--- src/rtl/sbuf_pkg.sv ---
package sbuf_pkg;
  localparam int unsigned NUM_PC = 2;  // one pool serves exactly two physical channels

  function automatic int unsigned rsv_left(int unsigned cnt, int unsigned rsv);
    return (cnt >= rsv) ? 0 : rsv - cnt;
  endfunction
endpackage

--- src/rtl/sbuf_free_map.sv ---
module sbuf_free_map #(
  parameter int unsigned DEPTH = 32,
  localparam int unsigned PTR_W = $clog2(DEPTH),
  localparam int unsigned CNT_W = $clog2(DEPTH + 1)
) (
  input  logic             clk_i,
  input  logic             rst_ni,
  input  logic             take_lo_i,
  input  logic             take_hi_i,
  input  logic [DEPTH-1:0] rel_mask_i,
  output logic [PTR_W-1:0] lo_o,
  output logic [PTR_W-1:0] hi_o,
  output logic [CNT_W-1:0] free_cnt_o,
  output logic [DEPTH-1:0] free_map_o
);
  logic [DEPTH-1:0] free_q, free_d;

  // lowest free slot feeds port 0, highest feeds port 1
  always_comb begin
    lo_o = '0;
    for (int i = DEPTH - 1; i >= 0; i--) if (free_q[i]) lo_o = PTR_W'(i);
    hi_o = '0;
    for (int i = 0; i < DEPTH; i++) if (free_q[i]) hi_o = PTR_W'(i);
  end

  always_comb begin
    free_d = free_q | rel_mask_i;
    if (take_lo_i) free_d[lo_o] = 1'b0;
    if (take_hi_i) free_d[hi_o] = 1'b0;
  end

  always_ff @(posedge clk_i or negedge rst_ni) begin
    if (!rst_ni) free_q <= '1;
    else         free_q <= free_d;
  end

  assign free_cnt_o = CNT_W'($countones(free_q));
  assign free_map_o = free_q;
endmodule

--- src/rtl/sbuf_vc_list.sv ---
module sbuf_vc_list #(
  parameter int unsigned PTR_W = 5,
  parameter int unsigned CNT_W = 6
) (
  input  logic             clk_i,
  input  logic             rst_ni,
  input  logic             push_i,
  input  logic [PTR_W-1:0] push_ptr_i,
  input  logic             pop_i,
  input  logic             flush_i,
  input  logic [PTR_W-1:0] link_i,
  output logic [PTR_W-1:0] head_o,
  output logic [PTR_W-1:0] tail_o,
  output logic [CNT_W-1:0] cnt_o
);
  always_ff @(posedge clk_i or negedge rst_ni) begin
    if (!rst_ni) begin
      head_o <= '0;
      tail_o <= '0;
      cnt_o  <= '0;
    end else if (flush_i) begin
      cnt_o <= '0;
    end else begin
      unique case ({push_i, pop_i})
        2'b10: begin
          if (cnt_o == '0) head_o <= push_ptr_i;
          tail_o <= push_ptr_i;
          cnt_o  <= cnt_o + 1'b1;
        end
        2'b01: begin
          head_o <= link_i;
          cnt_o  <= cnt_o - 1'b1;
        end
        2'b11: begin
          // single entry popped while the new one links behind it
          head_o <= (cnt_o == CNT_W'(1)) ? push_ptr_i : link_i;
          tail_o <= push_ptr_i;
        end
        default: ;
      endcase
    end
  end
endmodule

--- src/rtl/sbuf_admit.sv ---
module sbuf_admit #(
  parameter int unsigned NUM_VC = 8,
  parameter int unsigned NUM_PC = 2,
  parameter int unsigned CNT_W  = 6,
  parameter int unsigned RSV    = 2,
  localparam int unsigned VC_W  = $clog2(NUM_VC)
) (
  input  logic [NUM_VC-1:0][CNT_W-1:0] cnt_i,
  input  logic [CNT_W-1:0]             free_cnt_i,
  input  logic [NUM_VC-1:0]            dead_i,
  input  logic [NUM_PC-1:0]            req_i,
  input  logic [NUM_PC-1:0][VC_W-1:0]  vc_i,
  output logic [NUM_PC-1:0]            grant_o,
  output logic [NUM_VC-1:0]            credit_o
);
  logic [NUM_VC-1:0][CNT_W-1:0] left, lft;
  logic [CNT_W-1:0]             total, f, t;

  always_comb begin
    total = '0;
    for (int v = 0; v < NUM_VC; v++) begin
      left[v] = CNT_W'(sbuf_pkg::rsv_left(int'(cnt_i[v]), RSV));
      total   = total + left[v];
    end
    for (int v = 0; v < NUM_VC; v++)
      credit_o[v] = !dead_i[v] && (free_cnt_i > total - left[v]);
    // port 0 first, port 1 sees the pool after port 0's take
    f = free_cnt_i;
    t = total;
    lft = left;
    for (int p = 0; p < NUM_PC; p++) begin
      grant_o[p] = 1'b0;
      if (req_i[p] && !dead_i[vc_i[p]] && (f > t - lft[vc_i[p]])) begin
        grant_o[p] = 1'b1;
        f = f - 1'b1;
        if (lft[vc_i[p]] != '0) begin
          lft[vc_i[p]] = lft[vc_i[p]] - 1'b1;
          t = t - 1'b1;
        end
      end
    end
  end
endmodule

--- src/rtl/sbuf_fault_buf.sv ---
module sbuf_fault_buf #(
  parameter int unsigned VC_PER_PC = 4,
  parameter int unsigned DEPTH     = 32,
  parameter int unsigned FLIT_W    = 32,
  parameter int unsigned RSV       = 2,
  localparam int unsigned NUM_PC   = sbuf_pkg::NUM_PC,
  localparam int unsigned NUM_VC   = NUM_PC * VC_PER_PC,
  localparam int unsigned LVC_W    = (VC_PER_PC > 1) ? $clog2(VC_PER_PC) : 1,
  localparam int unsigned VC_W     = $clog2(NUM_VC)
) (
  input  logic                             clk_i,
  input  logic                             rst_ni,
  input  logic [NUM_PC-1:0]                wr_valid_i,
  input  logic [NUM_PC-1:0][LVC_W-1:0]     wr_vc_i,
  input  logic [NUM_PC-1:0][FLIT_W-1:0]    wr_flit_i,
  input  logic [NUM_PC-1:0]                rd_req_i,
  input  logic [NUM_PC-1:0][LVC_W-1:0]     rd_vc_i,
  input  logic [NUM_VC-1:0]                dead_vc_i,
  output logic [NUM_PC-1:0]                rd_valid_o,
  output logic [NUM_PC-1:0][FLIT_W-1:0]    rd_flit_o,
  output logic [NUM_VC-1:0]                credit_o,
  output logic [NUM_PC-1:0]                overflow_o
);
  localparam int unsigned PTR_W = $clog2(DEPTH);
  localparam int unsigned CNT_W = $clog2(DEPTH + 1);

  logic [PTR_W-1:0]              lo_slot, hi_slot;
  logic [CNT_W-1:0]              free_cnt;
  logic [DEPTH-1:0]              free_map, rel_mask;
  logic [NUM_VC-1:0][CNT_W-1:0]  vc_cnt;
  logic [NUM_VC-1:0][PTR_W-1:0]  vc_head, vc_tail, vc_link, push_ptr;
  logic [NUM_VC-1:0]             vc_push, vc_pop;
  logic [NUM_PC-1:0][VC_W-1:0]   wr_gvc, rd_gvc;
  logic [NUM_PC-1:0][PTR_W-1:0]  slot;
  logic [NUM_PC-1:0]             grant, rd_ok;

  logic [PTR_W-1:0]  next_q  [DEPTH];
  logic [VC_W-1:0]   owner_q [DEPTH];
  logic [FLIT_W-1:0] ram_q   [DEPTH];

  for (genvar p = 0; p < NUM_PC; p++) begin : g_port
    assign wr_gvc[p] = VC_W'(p * VC_PER_PC) + VC_W'(wr_vc_i[p]);
    assign rd_gvc[p] = VC_W'(p * VC_PER_PC) + VC_W'(rd_vc_i[p]);
    assign rd_ok[p]  = rd_req_i[p] && (vc_cnt[rd_gvc[p]] != '0) && !dead_vc_i[rd_gvc[p]];
    assign slot[p]   = (p == 0) ? lo_slot : hi_slot;
  end

  sbuf_admit #(
    .NUM_VC(NUM_VC), .NUM_PC(NUM_PC), .CNT_W(CNT_W), .RSV(RSV)
  ) u_admit (
    .cnt_i      (vc_cnt),
    .free_cnt_i (free_cnt),
    .dead_i     (dead_vc_i),
    .req_i      (wr_valid_i),
    .vc_i       (wr_gvc),
    .grant_o    (grant),
    .credit_o   (credit_o)
  );

  // read pops plus bulk release of every slot owned by a dead VC
  always_comb begin
    for (int s = 0; s < DEPTH; s++)
      rel_mask[s] = !free_map[s] && dead_vc_i[owner_q[s]];
    for (int p = 0; p < NUM_PC; p++)
      if (rd_ok[p]) rel_mask[vc_head[rd_gvc[p]]] = 1'b1;
  end

  sbuf_free_map #(.DEPTH(DEPTH)) u_free (
    .clk_i      (clk_i),
    .rst_ni     (rst_ni),
    .take_lo_i  (grant[0]),
    .take_hi_i  (grant[1]),
    .rel_mask_i (rel_mask),
    .lo_o       (lo_slot),
    .hi_o       (hi_slot),
    .free_cnt_o (free_cnt),
    .free_map_o (free_map)
  );

  for (genvar v = 0; v < NUM_VC; v++) begin : g_vc
    always_comb begin
      vc_push[v]  = 1'b0;
      vc_pop[v]   = 1'b0;
      push_ptr[v] = lo_slot;
      for (int p = 0; p < NUM_PC; p++) begin
        if (grant[p] && wr_gvc[p] == VC_W'(v)) begin
          vc_push[v]  = 1'b1;
          push_ptr[v] = slot[p];
        end
        if (rd_ok[p] && rd_gvc[p] == VC_W'(v)) vc_pop[v] = 1'b1;
      end
    end

    assign vc_link[v] = next_q[vc_head[v]];

    sbuf_vc_list #(.PTR_W(PTR_W), .CNT_W(CNT_W)) u_list (
      .clk_i      (clk_i),
      .rst_ni     (rst_ni),
      .push_i     (vc_push[v]),
      .push_ptr_i (push_ptr[v]),
      .pop_i      (vc_pop[v]),
      .flush_i    (dead_vc_i[v]),
      .link_i     (vc_link[v]),
      .head_o     (vc_head[v]),
      .tail_o     (vc_tail[v]),
      .cnt_o      (vc_cnt[v])
    );
  end

  always_ff @(posedge clk_i) begin
    for (int p = 0; p < NUM_PC; p++)
      if (grant[p]) ram_q[slot[p]] <= wr_flit_i[p];
  end

  always_ff @(posedge clk_i or negedge rst_ni) begin
    if (!rst_ni) begin
      for (int s = 0; s < DEPTH; s++) begin
        next_q[s]  <= '0;
        owner_q[s] <= '0;
      end
    end else begin
      for (int p = 0; p < NUM_PC; p++) begin
        if (grant[p]) begin
          owner_q[slot[p]] <= wr_gvc[p];
          if (vc_cnt[wr_gvc[p]] != '0) next_q[vc_tail[wr_gvc[p]]] <= slot[p];
        end
      end
    end
  end

  always_ff @(posedge clk_i or negedge rst_ni) begin
    if (!rst_ni) begin
      rd_valid_o <= '0;
      rd_flit_o  <= '0;
      overflow_o <= '0;
    end else begin
      for (int p = 0; p < NUM_PC; p++) begin
        rd_valid_o[p] <= rd_ok[p];
        if (rd_ok[p]) rd_flit_o[p] <= ram_q[vc_head[rd_gvc[p]]];
        overflow_o[p] <= wr_valid_i[p] && !grant[p] && !dead_vc_i[wr_gvc[p]];
      end
    end
  end
endmodule

--- config.mk ---
export PLATFORM = sky130hd
export DESIGN_NAME = sbuf_fault_buf
export DESIGN_NICKNAME = d
export VERILOG_FILES = /design/src/rtl/sbuf_pkg.sv /design/src/rtl/sbuf_free_map.sv /design/src/rtl/sbuf_vc_list.sv /design/src/rtl/sbuf_admit.sv /design/src/rtl/sbuf_fault_buf.sv
export SDC_FILE = /design/constraint.sdc
export NUM_CORES = 2
export LEC_CHECK = 0
export BUFFER_PORTS_ARGS = -buffer_cell sky130_fd_sc_hd__buf_2
export CAP_MARGIN = 20
export CORE_MARGIN = 1.5
export CORE_UTILIZATION = 49
export DETAILED_ROUTE_END_ITERATION = 8
export PLACE_DENSITY = 0.62
export SKIP_CTS_REPAIR_TIMING = 1
export SLEW_MARGIN = 10
export SYNTH_ARGS = -nofsm -noshare
export SYNTH_HDL_FRONTEND = slang
export SYNTH_HIERARCHICAL = 1
export SYNTH_SLANG_ARGS = --single-unit
--- constraint.sdc ---
create_clock -name clk_i -period 15 [get_ports clk_i]
set_input_delay 0.75 -clock clk_i [delete_from_list [all_inputs] [get_ports clk_i]]
set_output_delay 0.75 -clock clk_i [all_outputs]
set_load 0.01 [all_outputs]
# Yosys cells after proc, flatten, opt, wreduce, memory -nomap -nowiden
# Memories as Yosys holds them, arrays and structs flattened. A register that Yosys moved wholly into a read port is not among the register bits.
# Index checks and enable logic that the tools add are counted.
totals:
  ff_bits: 420
  ramBits: 1024
  inputBits: 86
  wordCells: 828
  n_memories: 1
mem_list:
  columns: ["name", "words", "width", "read_ports", "rd_clocked_by_memory_dff", "write_ports", "line_no", "text"]
  rows:
  - ["ram_q", 32, 32, 2, 2, 2, "sbuf_fault_buf.sv:39", "logic [FLIT_W-1:0] ram_q [DEPTH];"]
classes:
  addsub: 77
  order_cmp: 79
  eq_ne: 60
  muxes: 303
  n_bitwise: 27
  reduce_logical: 190
op_table:
  columns: ["op", "n"]
  rows:
  - ["$mux W160", 4]
  - ["$mux W5", 94]
  - ["$bwmux W160", 2]
  - ["$bmux W5 S5", 8]
  - ["$bwmux W96", 2]
  - ["$mux W96", 2]
  - ["$mux W6", 26]
  - ["$lt A3 B4 Y1 const B", 34]
  - ["$add A6 B6 Y6", 22]
  - ["$mux W32", 4]
  - ["$pmux W5 S3", 8]
  - ["$bmux W1 S3", 34]
  - ["$mux W48", 2]
  - ["$or A32 B32 Y32", 3]
  - ["$pmux W6 S2", 8]
  - ["$logic_and A1 B1 Y1", 85]
  - ["$ge A6 B6 Y1 const B", 12]
  - ["$not A5 Y6", 12]
  - ["$mux W1", 71]
  - ["$sub A6 B1 Y6 const B", 11]
  - ["$and A32 B32 Y32", 2]
  - ["$not A32 Y32", 2]
  - ["$gt A6 B6 Y1", 10]
  - ["$sub A6 B6 Y6", 10]
  - ["39 further kinds", 268]

# Logic depth before layout (Yosys ltp)
logic_depth:
  word_depth: 41
  mapped_depth: 55
  depth_no_buf: 52

# Hierarchy
# The synthesis kept the hierarchy.
modules_own_cells:
  columns: ["mod", "instances", "cells_each", "area_per_inst_um2", "seq_area_each_um2"]
  rows:
  - ["sbuf_fault_buf", 1, 7044, 91574.1, 38857.3]
  - ["sbuf_vc_list at g_vc[0].u_list ...", 7, 83, 935.9, 400.4]
  - ["sbuf_admit", 1, 696, 5855.6, 0.0]
  - ["sbuf_free_map", 1, 373, 3221.8, 840.8]
  - ["sbuf_vc_list at g_vc[7].u_list", 1, 81, 938.4, 400.4]

# Worst setup path after synthesis
# OpenSTA, ideal clock, no wires.
synth_timing:
  path_type: "register to register"
  from: "register u_free.free_q[27], in the netlist u_free/free_map_o[27]"
  to: "memory ram_q[12][0], enable pin"
  setup_ns: 0.466
  arrival_ns: 12.430
  setup_slack_ns: 2.104
  path_stages_with_launch: 45
  path_buffers: 3
  cell_sequence: "dfstp_2 > clkbuf_1 > inv_1 > fa_1 > fa_1 > inv_1 > fa_1 > inv_1 > fa_1 > fa_1 > fa_1 > inv_1 > ha_1 > inv_1 > fa_1 > inv_1 > a21o_1 > a21oi_1 > [9 not listed] > ha_1 > nor2b_1 > o21ai_0 > nand2b_1 > a21o_1 > a21oi_1 > xor2_1 > xnor2_1 > xnor2_1 > ha_1 > and3_1 > nand3_1 > o21ai_0 > o2111ai_1 > a21oi_1 > or3b_2 > clkbuf_1 > o21ai_0"
synth_lines:
  columns: ["item", "line_no", "text"]
  rows:
  - ["start, declared", "sbuf_free_map.sv:16", "logic [DEPTH-1:0] free_q, free_d;"]
  - ["start signal, assigned", "sbuf_free_map.sv:34", "else free_q <= free_d;"]
  - ["end, declared", "sbuf_fault_buf.sv:39", null]

==> results.md <==
- Syn avg cell area: 12.3 um2
- Vias per cell: 6.99
- # port buffers: 161
- Clock-pin slew on the worst setup and hold paths: 60 ps
- Num rows: 172
- TritonRoute pass-1 iters: 8
- Count of pins over their slew limit: 0
- Most common cell after layout, fill and taps aside: mux2_2
- Post-synth top flop: edfxtp_1
- Die height: 473 um
- Worst path max stage delay: 1150 ps
- Final hold violation count: 0
- Hold Crit Class: in -> reg
- Layout area overhead: 8.31%
- Die ar.: 224000 um2
- Total grt overflow: 0
- Residual DRC: 0
- TNS Setup: 0 ps
- CTS tree: built
- Cells taking the most area after synthesis: edfxtp_1 (28%), mux2_2 (14%), mux2i_1 (11%)
- Seq cells post-synth: 1508
- RSZ-0062 raised after global routing: false
- IO Count: 162
- Crit. End Element: flip-flop
- Pin count of the biggest net entering global routing: 141
- Fin crit period: 13150 ps
- Post-DRT Antenna Nets: 0
- CTS Buf Count: 174
- Synth Instances: 8775
- Routability Congestion: 0.933
- Final WL: 403000 um
- Vias in the first global route: 79100
- Post-synth cell types: 107
- YS warnings: 6
- Maximum clock insertion buffer count: 3
- Total track usage: 35.4%
- CP top delay family: simple AND/OR/NAND/NOR gates
- Die X: 473 um
- EDFF count, synth: 1024
- Final Cycle Share: 87.6%
- Clock Skews: 80.5 ps
- Worst-margin pin slew: 1190 ps
- Layout cells sized above 1: 32.0%
- Hpwl dp: 243000 um
- Initial DRC count: 10300
- First-pass GRT wire length: 577000 um
- Worst path required time: 15600 ps
- Max Clock Freq: 76.1 MHz
- Worst Path Arrival: 13740 ps
- Initial Utilization: 49.3%
- Synth top area share: 28.4%
- Critical path class: reg -> reg
- Cell area after synthesis: 108000 um2
- Filler Cell Count: 18600
- Final setup vio count: 0
- MaxCap Viol Count: 0
- Core area: 220000 um2
- Nets: 8812
- Slowest cell on the critical path: nor2_4
- Worst skew pair latency: 880 ps
- Initial antenna violation count: 16
- Post-synth top area cell: edfxtp_1
- Slew headroom: 20.5%
- DR WL/cell: 35.0 um
- H-tree depth: 4
- Outcome: completed
- Most frequent cells in the layout: mux2_2 (1309), mux2i_1 (1219), edfxtp_1 (1024), nand2_1 (620), mux4_2 (485)
- Routed vias: 80600
- Crit path launch type: flip-flop
- Critical Path Fanout Max: 22
- Sequential fraction of the synthesis area: 39.7%
- Ys async rst share: 32.1%
- Clock sinks: 1508
- Root Buffer: clkbuf_16
- Buffer and inverter count on the worst path: 7
cells in the mapped netlist (34+ instances only):
library cell     n
mux2_2        1311
nor2_1         331
o21ai_0         95
xnor2_1         70
mux2_4          47
nand2b_1        37
buf_2          197
mux2_1          91
buf_1           54
a32oi_1        194
edfxtp_1      1024
inv_1          180
dfrtp_1        452
a221o_1         34
a41oi_1         68
nor3_1          98
nor2b_1        165
mux2i_1       1221
ha_1           175
nand2_1        652
fa_1            61
nand3_1         42
a21o_1          85
clkbuf_1       534
mux4_2         487
a211oi_1       144
a21oi_1        282
path summary, 6_finish.rpt:
path                                         start            end  slack [ps]  cells after the start
max reg2reg                g_vc[2].u_list/cnt_o[3]  ram_q[15][17]        1850                     44
min in group asynchronous                   rst_ni     next_q[47]         480                      2
min reg2reg                          rd_flit_o[51]  rd_flit_o[51]         470                      1
max                        g_vc[2].u_list/cnt_o[3]  ram_q[15][17]        1850                     44
min                                  wr_valid_i[1]  overflow_o[1]         270                      3
max in group asynchronous                   rst_ni   rd_flit_o[0]       11450                      5
state kept, by name, summed over array words and instances (netlist names), 32 cells and up:
signal	count
g_vc.u_list/head_o	40
g_vc.u_list/cnt_o	48
ram_q	1024
rd_flit_o	64
g_vc.u_list/tail_o	40
next_q	160
u_free/free_map_o	32
owner_q	96
per-layer routing:
metal  vias to the layer above  GRT usage, %  wire (um)
li1                      33200             -          -
met1                     41500          48.1     162000
met2                      4829          52.3     176000
met3                      1010          10.1      44800
met4                         6          16.2      19800
met5                         -         0.173         86
final cells by class:
class                   instances  area (um2)  area share, %
multi-input cells            6272       61700           52.7
inverters                     186         703          0.600
well taps                    2871        3590           3.07
repair buffers                348        2500           2.13
flip-flops and latches       1508       42900           36.6
clock inverters                81         818          0.699
clock buffers                 246        4870           4.16
diodes                         10        25.0         0.0214
metrics by stage:
stage | worst slack (ps) | cells | hold slack (ps) | cell area [um2] | utilization, %
3_3_place_gp | 1780 | 11200 | 457 | 111000 | 50.6
5_1_grt | 1150 | 11500 | 263 | 117000 | 53.4
2_1_floorplan | 2100 | 8814 | 454 | 108000 | -
4_1_cts | 1550 | 11500 | -97.1 | 117000 | 53.3
3_5_place_dp | 1570 | 11200 | 460 | 111000 | 50.7
6_report | 1850 | 11500 | 274 | 117000 | 53.4
cells by family after synthesis:
logic type,count (synthesis),synth area share [%]
simple gates,1564,6.95
other cells,4,0.0139
buf+inv,1034,4.14
mux,3157,36.7
compound gates,1174,8.55
xor+xnor,98,0.818
fa+ha+maj,236,3.15
flops,1508,39.7
worst min-delay path: stages:
cell	delay [ps]
buf_2	160
inv_1	60
a2111oi_0	50
Power is left out: the tool's default activity adds up to more than one toggle a clock period on the data nets, which glitch-free logic cannot reach.
